File: config.mk
export PLATFORM = sky130hd
export DESIGN_NAME = tone_xcvr_regif
export DESIGN_NICKNAME = d
export VERILOG_FILES = /design/src/rtl/txr_pkg.sv /design/src/rtl/txr_bus_decode.sv /design/src/rtl/txr_ctrl_regs.sv /design/src/rtl/txr_status.sv /design/src/rtl/tone_xcvr_regif.sv
export SDC_FILE = /design/constraint.sdc
export NUM_CORES = 1
export LEC_CHECK = 0
export BUFFER_PORTS_ARGS = -buffer_cell sky130_fd_sc_hd__buf_2
export CAP_MARGIN = 20
export CORE_MARGIN = 10
export CORE_UTILIZATION = 30
export DETAILED_ROUTE_END_ITERATION = 10
export MAX_ROUTING_LAYER = met4
export SLEW_MARGIN = 20
export SYNTH_ARGS = -nofsm -noshare
export SYNTH_HDL_FRONTEND = slang
export SYNTH_HIERARCHICAL = 1
export SYNTH_SLANG_ARGS = --single-unit
File: constraint.sdc
create_clock -name clk -period 4.19 [get_ports clk]
set_clock_uncertainty 0.2 [all_clocks]
set_input_delay 0.838 -clock clk [delete_from_list [all_inputs] [get_ports clk]]
set_output_delay 0.838 -clock clk [all_outputs]
set_load 0.01 [all_outputs]
File: src/rtl/txr_pkg.sv
package txr_pkg;
  localparam int DW = 4;
  localparam int ST_IRQ = 0;
  localparam int ST_TXE = 1;
  localparam int ST_RXF = 2;
  localparam int ST_DST = 3;

  typedef enum logic [2:0] {
    ACC_NONE    = 3'd0,
    ACC_WR_TX   = 3'd1,
    ACC_RD_RX   = 3'd2,
    ACC_WR_CTL  = 3'd3,
    ACC_RD_STAT = 3'd4
  } acc_e;
endpackage

File: src/rtl/txr_bus_decode.sv
module txr_bus_decode
  import txr_pkg::*;
(
  input  logic cs_n,
  input  logic rw,
  input  logic rsel,
  output acc_e acc
);
  always_comb begin
    acc = ACC_NONE;
    if (!cs_n) begin
      unique case ({rw, rsel})
        2'b00:   acc = ACC_WR_TX;
        2'b10:   acc = ACC_RD_RX;
        2'b01:   acc = ACC_WR_CTL;
        default: acc = ACC_RD_STAT;
      endcase
    end
  end
endmodule

File: src/rtl/txr_ctrl_regs.sv
module txr_ctrl_regs #(
  parameter int W = 4
) (
  input  logic         clk,
  input  logic         rst_q_n,
  input  logic         wr_tx,
  input  logic         wr_ctl,
  input  logic [W-1:0] wdata,
  output logic [W-1:0] tx_q,
  output logic [3:0]   ctl_a,
  output logic [1:0]   ctl_b
);
  localparam int SEL_BIT = 3;

  logic [W-1:0] tx_d;
  logic [3:0]   a_d;
  logic [1:0]   b_d;
  logic         tx_ce, a_ce, b_ce;

  always_comb begin
    tx_ce = wr_tx;
    tx_d  = wdata;
    a_ce  = wr_ctl;
    b_ce  = wr_ctl && ctl_a[SEL_BIT];
    b_d   = wdata[1:0];
    if (ctl_a[SEL_BIT]) begin
      a_d          = ctl_a;
      a_d[SEL_BIT] = 1'b0;
    end else begin
      a_d = wdata[3:0];
    end
  end

  always_ff @(posedge clk or negedge rst_q_n) begin
    if (!rst_q_n) begin
      tx_q  <= '0;
      ctl_a <= '0;
      ctl_b <= '0;
    end else begin
      if (tx_ce) tx_q  <= tx_d;
      if (a_ce)  ctl_a <= a_d;
      if (b_ce)  ctl_b <= b_d;
    end
  end
endmodule

File: src/rtl/txr_status.sv
module txr_status
  import txr_pkg::*;
#(
  parameter int W = 4
) (
  input  logic         clk,
  input  logic         rst_q_n,
  input  logic         rd_stat,
  input  logic         burst,
  input  logic         rx_latch,
  input  logic [W-1:0] rx_code,
  input  logic         pause_done,
  input  logic         absent_ok,
  input  logic         pair_ok,
  output logic [3:0]   stat,
  output logic [W-1:0] rx_q
);
  logic [3:0]   stat_d;
  logic [W-1:0] rx_d;
  logic         set_txe, set_rxf;

  always_comb begin
    set_txe = pause_done && burst;
    set_rxf = rx_latch;
    stat_d[ST_TXE] = burst && (set_txe || (stat[ST_TXE] && !rd_stat));
    stat_d[ST_RXF] = set_rxf || (stat[ST_RXF] && !rd_stat);
    stat_d[ST_IRQ] = set_txe || set_rxf || (stat[ST_IRQ] && !rd_stat);
    stat_d[ST_DST] = absent_ok || (stat[ST_DST] && !pair_ok);
    rx_d = rx_latch ? rx_code : rx_q;
  end

  always_ff @(posedge clk or negedge rst_q_n) begin
    if (!rst_q_n) begin
      stat <= '0;
      rx_q <= '0;
    end else begin
      stat <= stat_d;
      rx_q <= rx_d;
    end
  end
endmodule

File: src/rtl/tone_xcvr_regif.sv
module tone_xcvr_regif
  import txr_pkg::*;
(
  input  logic          clk,
  input  logic          rst_n,
  input  logic          cs_n,
  input  logic          rw,
  input  logic          rsel,
  input  logic [DW-1:0] wdata,
  output logic [DW-1:0] rdata,
  output logic          rd_oe,
  input  logic          rx_latch,
  input  logic [DW-1:0] rx_code,
  input  logic          tx_pause_done,
  input  logic          absent_ok,
  input  logic          pair_ok,
  output logic [DW-1:0] tx_code,
  output logic          tone_en,
  output logic          cp_mode,
  output logic          burst_en,
  output logic          test_en,
  output logic          irq_n
);
  logic [1:0]    rst_sync;
  logic          rst_q_n;
  acc_e          acc;
  logic [3:0]    ctl_a;
  logic [1:0]    ctl_b;
  logic [3:0]    stat;
  logic [DW-1:0] rx_q;

  always_ff @(posedge clk or negedge rst_n) begin
    if (!rst_n) rst_sync <= 2'b00;
    else        rst_sync <= {rst_sync[0], 1'b1};
  end
  assign rst_q_n = rst_sync[1];

  txr_bus_decode u_dec (
    .cs_n (cs_n),
    .rw   (rw),
    .rsel (rsel),
    .acc  (acc)
  );

  txr_ctrl_regs #(.W(DW)) u_ctl (
    .clk     (clk),
    .rst_q_n (rst_q_n),
    .wr_tx   (acc == ACC_WR_TX),
    .wr_ctl  (acc == ACC_WR_CTL),
    .wdata   (wdata),
    .tx_q    (tx_code),
    .ctl_a   (ctl_a),
    .ctl_b   (ctl_b)
  );

  txr_status #(.W(DW)) u_st (
    .clk        (clk),
    .rst_q_n    (rst_q_n),
    .rd_stat    (acc == ACC_RD_STAT),
    .burst      (ctl_b[0]),
    .rx_latch   (rx_latch),
    .rx_code    (rx_code),
    .pause_done (tx_pause_done),
    .absent_ok  (absent_ok),
    .pair_ok    (pair_ok),
    .stat       (stat),
    .rx_q       (rx_q)
  );

  always_comb begin
    rd_oe = (acc == ACC_RD_RX) || (acc == ACC_RD_STAT);
    unique case (acc)
      ACC_RD_RX:   rdata = rx_q;
      ACC_RD_STAT: rdata = DW'(stat);
      default:     rdata = '0;
    endcase
  end

  assign tone_en  = ctl_a[0];
  assign cp_mode  = ctl_a[1];
  assign burst_en = ctl_b[0];
  assign test_en  = ctl_b[1];
  assign irq_n    = !(stat[ST_IRQ] && ctl_a[2]);
endmodule

Word level (Yosys, flattened, before mapping) --
Cells that the tools add are included.
Storage, ports and cells: input port bits 17, register bits after elaboration 20, logic and storage cells 37, output and inout port bits 14
Cells by class: bitwise operators 1, reductions and logical operators 19, equal/unequal tests 6, multiplexer cells 4
Operator list (number):
- $pmux 3 s3 | 1
- $logic_and 1x1->1 | 8
- $pmux 4 s2 | 1
- $eq 3x2->1 const B | 2
- $logic_or 1x1->1 | 6
- $mux 4 | 1
- $eq 3x1->1 const B | 1
- $eq 3x3->1 const B | 1
- $logic_not 1->1 | 3
- $mux 3 | 1
- $eq 2x1->1 const B | 1
- $eq 2x2->1 const B | 1
- $logic_not 2->1 | 1
- $reduce_and 2->1 | 1
- $not 1->1 | 1

Depth between registers and ports, before layout --
word-level depth 8, gate-level depth with buffers 8, gate-level depth less buffers 8

By module --
The synthesis kept the hierarchy.
Modules (own cells, without submodules):
- txr_ctrl_regs | times used 1, cells each 23, seq. area each 250.2 sq um, area each 385.4 sq um
- txr_status | times used 1, cells each 19, seq. area each 200.2 sq um, area each 292.8 sq um
- tone_xcvr_regif | times used 1, cells each 25, seq. area each 50.0 sq um, area each 177.7 sq um
- txr_bus_decode | times used 1, cells each 9, seq. area each 0.0 sq um, area each 71.3 sq um

Worst setup path after synthesis --
Ideal clock, no wire load.
path kind input-to-output, start in rw, end out rdata[0], path buffers 0, setup slack 1266 ps, arrival 1886 ps, stages on the path 5, data required time 3152 ps, path through inv_1 > ha_1 > nor2b_1 > nand2b_1 > o32ai_1
Between the ends: word-level cells in the longest chain between the ends 5, elaborated cells on any way between the ends 8, those cells by class eq/ne (4); mux (3); reduce/logical (1)
RTL lines:
- start, declared | line tone_xcvr_regif.sv:7 | input logic rw,
- $eq 2x1->1 (tied with other cells) | line txr_bus_decode.sv:12 | unique case ({rw, rsel})
- $pmux 3 s3 * | line txr_bus_decode.sv:12
- $mux 3 * | line txr_bus_decode.sv:11 | if (!cs_n) begin
- via acc[1] | line tone_xcvr_regif.sv:26 | acc_e acc;
- $eq 3x3->1 or $eq 3x2->1 (tied branches) | line tone_xcvr_regif.sv:72 | unique case (acc)
- $pmux 4 s2 * | line tone_xcvr_regif.sv:72
- end, declared | line tone_xcvr_regif.sv:10 | output logic [DW-1:0] rdata,
Mark *: on every way through the listed nets, which the timed path passes. The rest lies on a longest branch.

Worst setup path in the final report --
start in rw, end out rdata[2]
The elaborated chain is that of the path after synthesis.

==> metrics.md <==
| Metric | Value |
|---|---|
| Status | `complete, no violations` |
| Peak fanout along the critical path | `5` |
| Most frequent cell after synthesis | `dfrtp_1` |
| DR vias | `652` |
| Power density over the cells | `410 nW/um^2` |
| Port bufs | `30` |
| Peak supply drop | `roughly 0.24 mV` |
| Power, Total | `0.000471 W` |
| Worst skew pair latency | `~0.29 ns` |
| Worst stage delay on the critical path | `roughly 0.30 ns` |
| Drt wl/cell | `around 13 um` |
| CTS sink count | `20` |
| CTS Buf Count | `3` |
| Final setup vio count | `0` |
| Die area | `between 5000 and 6000 um^2` |
| First-pass GRT wire length | `between 3000 and 4000 um` |
| Register area share after synthesis | `54.0%` |
| Drt total wl | `roughly 1900 um` |
| Synth async-reset ratio | `100%` |
| Avg Inst Size Synth | `between 10 and 15 um^2` |
| Remaining global-route overflow | `0` |
| Final hold vios | `0` |
| Register bit total from synthesis | `20` |
| Synth cell types | `24` |
| Fillers | `slightly above 300` |
| Slew at the pin closest to its max-slew limit | `approximately 0.73 ns` |
| Worst min-delay path category | `reg2async` |
| Final nets | `130` |
| Die height | `~76 um` |
| Sw frac | `a little over a quarter` |
| Ratio of cells with drive above 1 in the final layout | `between 40% and 50%` |
| Largest area contributor in the netlist | `dfrtp_1` |
| Clk root buf | `clkbuf_4` |
| Critical path cell sequence | `buf_2, inv_1, ha_1, nor2b_1, nand2b_1, o32ai_1, buf_2` |
| Crit start category | `input port` |
| Synth cell count leaders | `dfrtp_1, mux2_2, inv_1` |
| H-tree lvl count | `1` |
| Vias in the first global route | `between 700 and 800` |
| Post-Syn Nets | `96` |
| Mapped Cells | `76` |
| Logic pwr share | `23.7%` |
| ANT nets after route | `0` |
| Starting density of the core | `a little under a third` |
| Ports | `31` |
| Fin crit share | `approximately three quarters` |
| Placed inst area | `approximately 1100 um^2` |
| Std-Cell Rows | `20` |
| Crit Path Category | `in2out` |
| Int Power | `0.000341 W` |
| Die width | `75.6 um` |
| Worst Setup End Kind | `output pin` |
| Cell family with most CP delay | `simple AND/OR/NAND/NOR gates` |
| Total of max-cap violations | `0` |
| Post-layout util | `38.2%` |
| Post-route cell area | `between 1000 and 1500 um^2` |
| Largest net degree at the start of global routing | `19` |
| Leak | `roughly 0.57 nW` |
| Clock Tree Buf Depth | `2` |
| ANT cells | `0` |
| Via density | `about 4.6` |
| Synth area leaders | `dfrtp_1, mux2_2, ha_1, o32ai_1, inv_1` |
| RSZ-0062 raised after global routing | `false` |
| Top_reg_cell synth | `dfrtp_1` |
| Required time worst endpoint | `3.15 ns` |
| CTS tree | `yes` |
| Max-slew headroom | `between 50 and 60%` |
| Buf/Inv on CP | `3` |
| Max Transition Viols Final | `0` |
| Sequential Power Share | `between 50% and 60%` |
| Net switching power | `around 0.00013 W` |
| Most used cell, CP | `buf_2` |
| Drt drc | `0` |
| Yosys warns | `6` |
| EDFF count, synth | `0` |
| Synth Cell Area | `about 930 um^2` |
| PostCTS Resize Cnt | `0` |
| Reg clk slew, reported paths | `between 0.1 and 0.15 ns` |
| Final setup TNS | `0 ns` |
| CP arrival | `2.18 ns` |
| Clock power frac | `between 20% and 30%` |
| Initial antenna violation count | `0` |
| Post-layout min period | `between 3 and 4 ns` |
| Cts hold-fix bufs | `0` |
| Total core area | `3000 um^2` |
| Initial detailed-routing violation count | `4` |
| 1st-pass router iterations | `4` |
| Area delta synth->final | `23.8%` |
| Max Freq | `about 0.31 GHz` |
| RePlAce Congestion | `roughly 0.67` |
| R2r setup slk | `between 2 and 3 ns` |
| DP HPWL | `about 1600 um` |
| GRT Total Usage | `~7.4%` |
| Post-CTS setup buffer count | `0` |
| Share of the synthesized area in the top cell type | `between 50% and 60%` |
| CP max stage cell | `nor2b_1` |
## cell type report
cell class              count  area, um^2  area share [%]
flip-flops and latches     20         500            43.6
multi-input cells          46         385            33.6
repair buffers             30         150            13.1
well taps                  33        41.3            3.60
clock buffers               4        36.3            3.16
inverters                   9        33.8            2.94
## flip-flops by register name, summed over array words and instances (netlist names)
name         count
u_ctl/ctl_b      2
rst_sync         2
u_st/rx_q        4
u_ctl/tx_q       4
u_st/stat        4
u_ctl/ctl_a      4
## logic make-up after synthesis
family,synth area share [%]
XOR/XNOR,0.945
AND/OR/NAND/NOR,11.9
multiplexers,16.9
other,0.404
flip-flops,54.0
adder cells (fa/ha/maj),4.05
buffers and inverters,4.45
AO/OA/AOI/OAI,7.42
## worst paths after layout
check	to	startpoint	cells after the start
max in group asynchronous	u_ctl/ctl_a[2]	rst_sync[1]	0
min reg2reg	u_st/rx_q[2]	rst_sync[1]	0
max reg2reg	u_ctl/ctl_a[0]	u_ctl/ctl_a[3]	2
min	u_st/rx_q[2]	rst_sync[1]	0
max	rdata[2]	rw	7
min in group clk	rst_sync[1]	rst_sync[0]	0
## power by group through the flow
| stage | registers [W] | logic, W | clock network, W |
|---|---|---|---|
| floorplan | 0.000263 | 0.0000554 | 0 |
| global placement | 0.000254 | 0.000113 | 0 |
| detailed placement | 0.000255 | 0.000115 | 0 |
| CTS | 0.000252 | 0.000115 | 0.000111 |
| global route | 0.000258 | 0.000125 | 0.000123 |
| finish | 0.000251 | 0.000112 | 0.000108 |
## cells in the final DEF, fill, tap and decap left out, drive strengths merged
master,Yosys,final
buf,1,30
a21o,2,2
ha,3,3
nand2b,2,2
dfrtp,20,20
conb,1,1
nor3b,1,1
o21a,1,1
a221o,1,1
mux2i,1,1
nand2,7,7
or2,1,1
nor2b,3,3
mux2,13,13
and3,1,1
clkbuf,0,4
nor2,3,3
xnor2,1,1
o32ai,4,4
inv,9,9
nor3,1,1
## metrics by stage
step | std cells | hold slack [ns] | worst slack, ns
2_1_floorplan | 76 | 0.0266 | 1.27
3_3_place_gp | 138 | 0.111 | 1.01
3_5_place_dp | 138 | 0.117 | 0.959
4_1_cts | 142 | 0.0993 | 0.944
5_1_grt | 142 | 0.0851 | 0.767
6_report | 142 | 0.0961 | 0.971
## layer usage
metal	up-vias	wire, um	track usage (%)
met4	0	0	1.86
met2	18	921	11.8
met1	311	826	8.87
li1	323	-	-
met3	0	130	2.47
met5	-	0	-
## worst reg2reg max path, cell delays in order (launching register included)
cell and delay, ns:
dfrtp_1 0.41, nand2b_4 0.17, mux2_2 0.33
(Power assumes the default switching activity.)
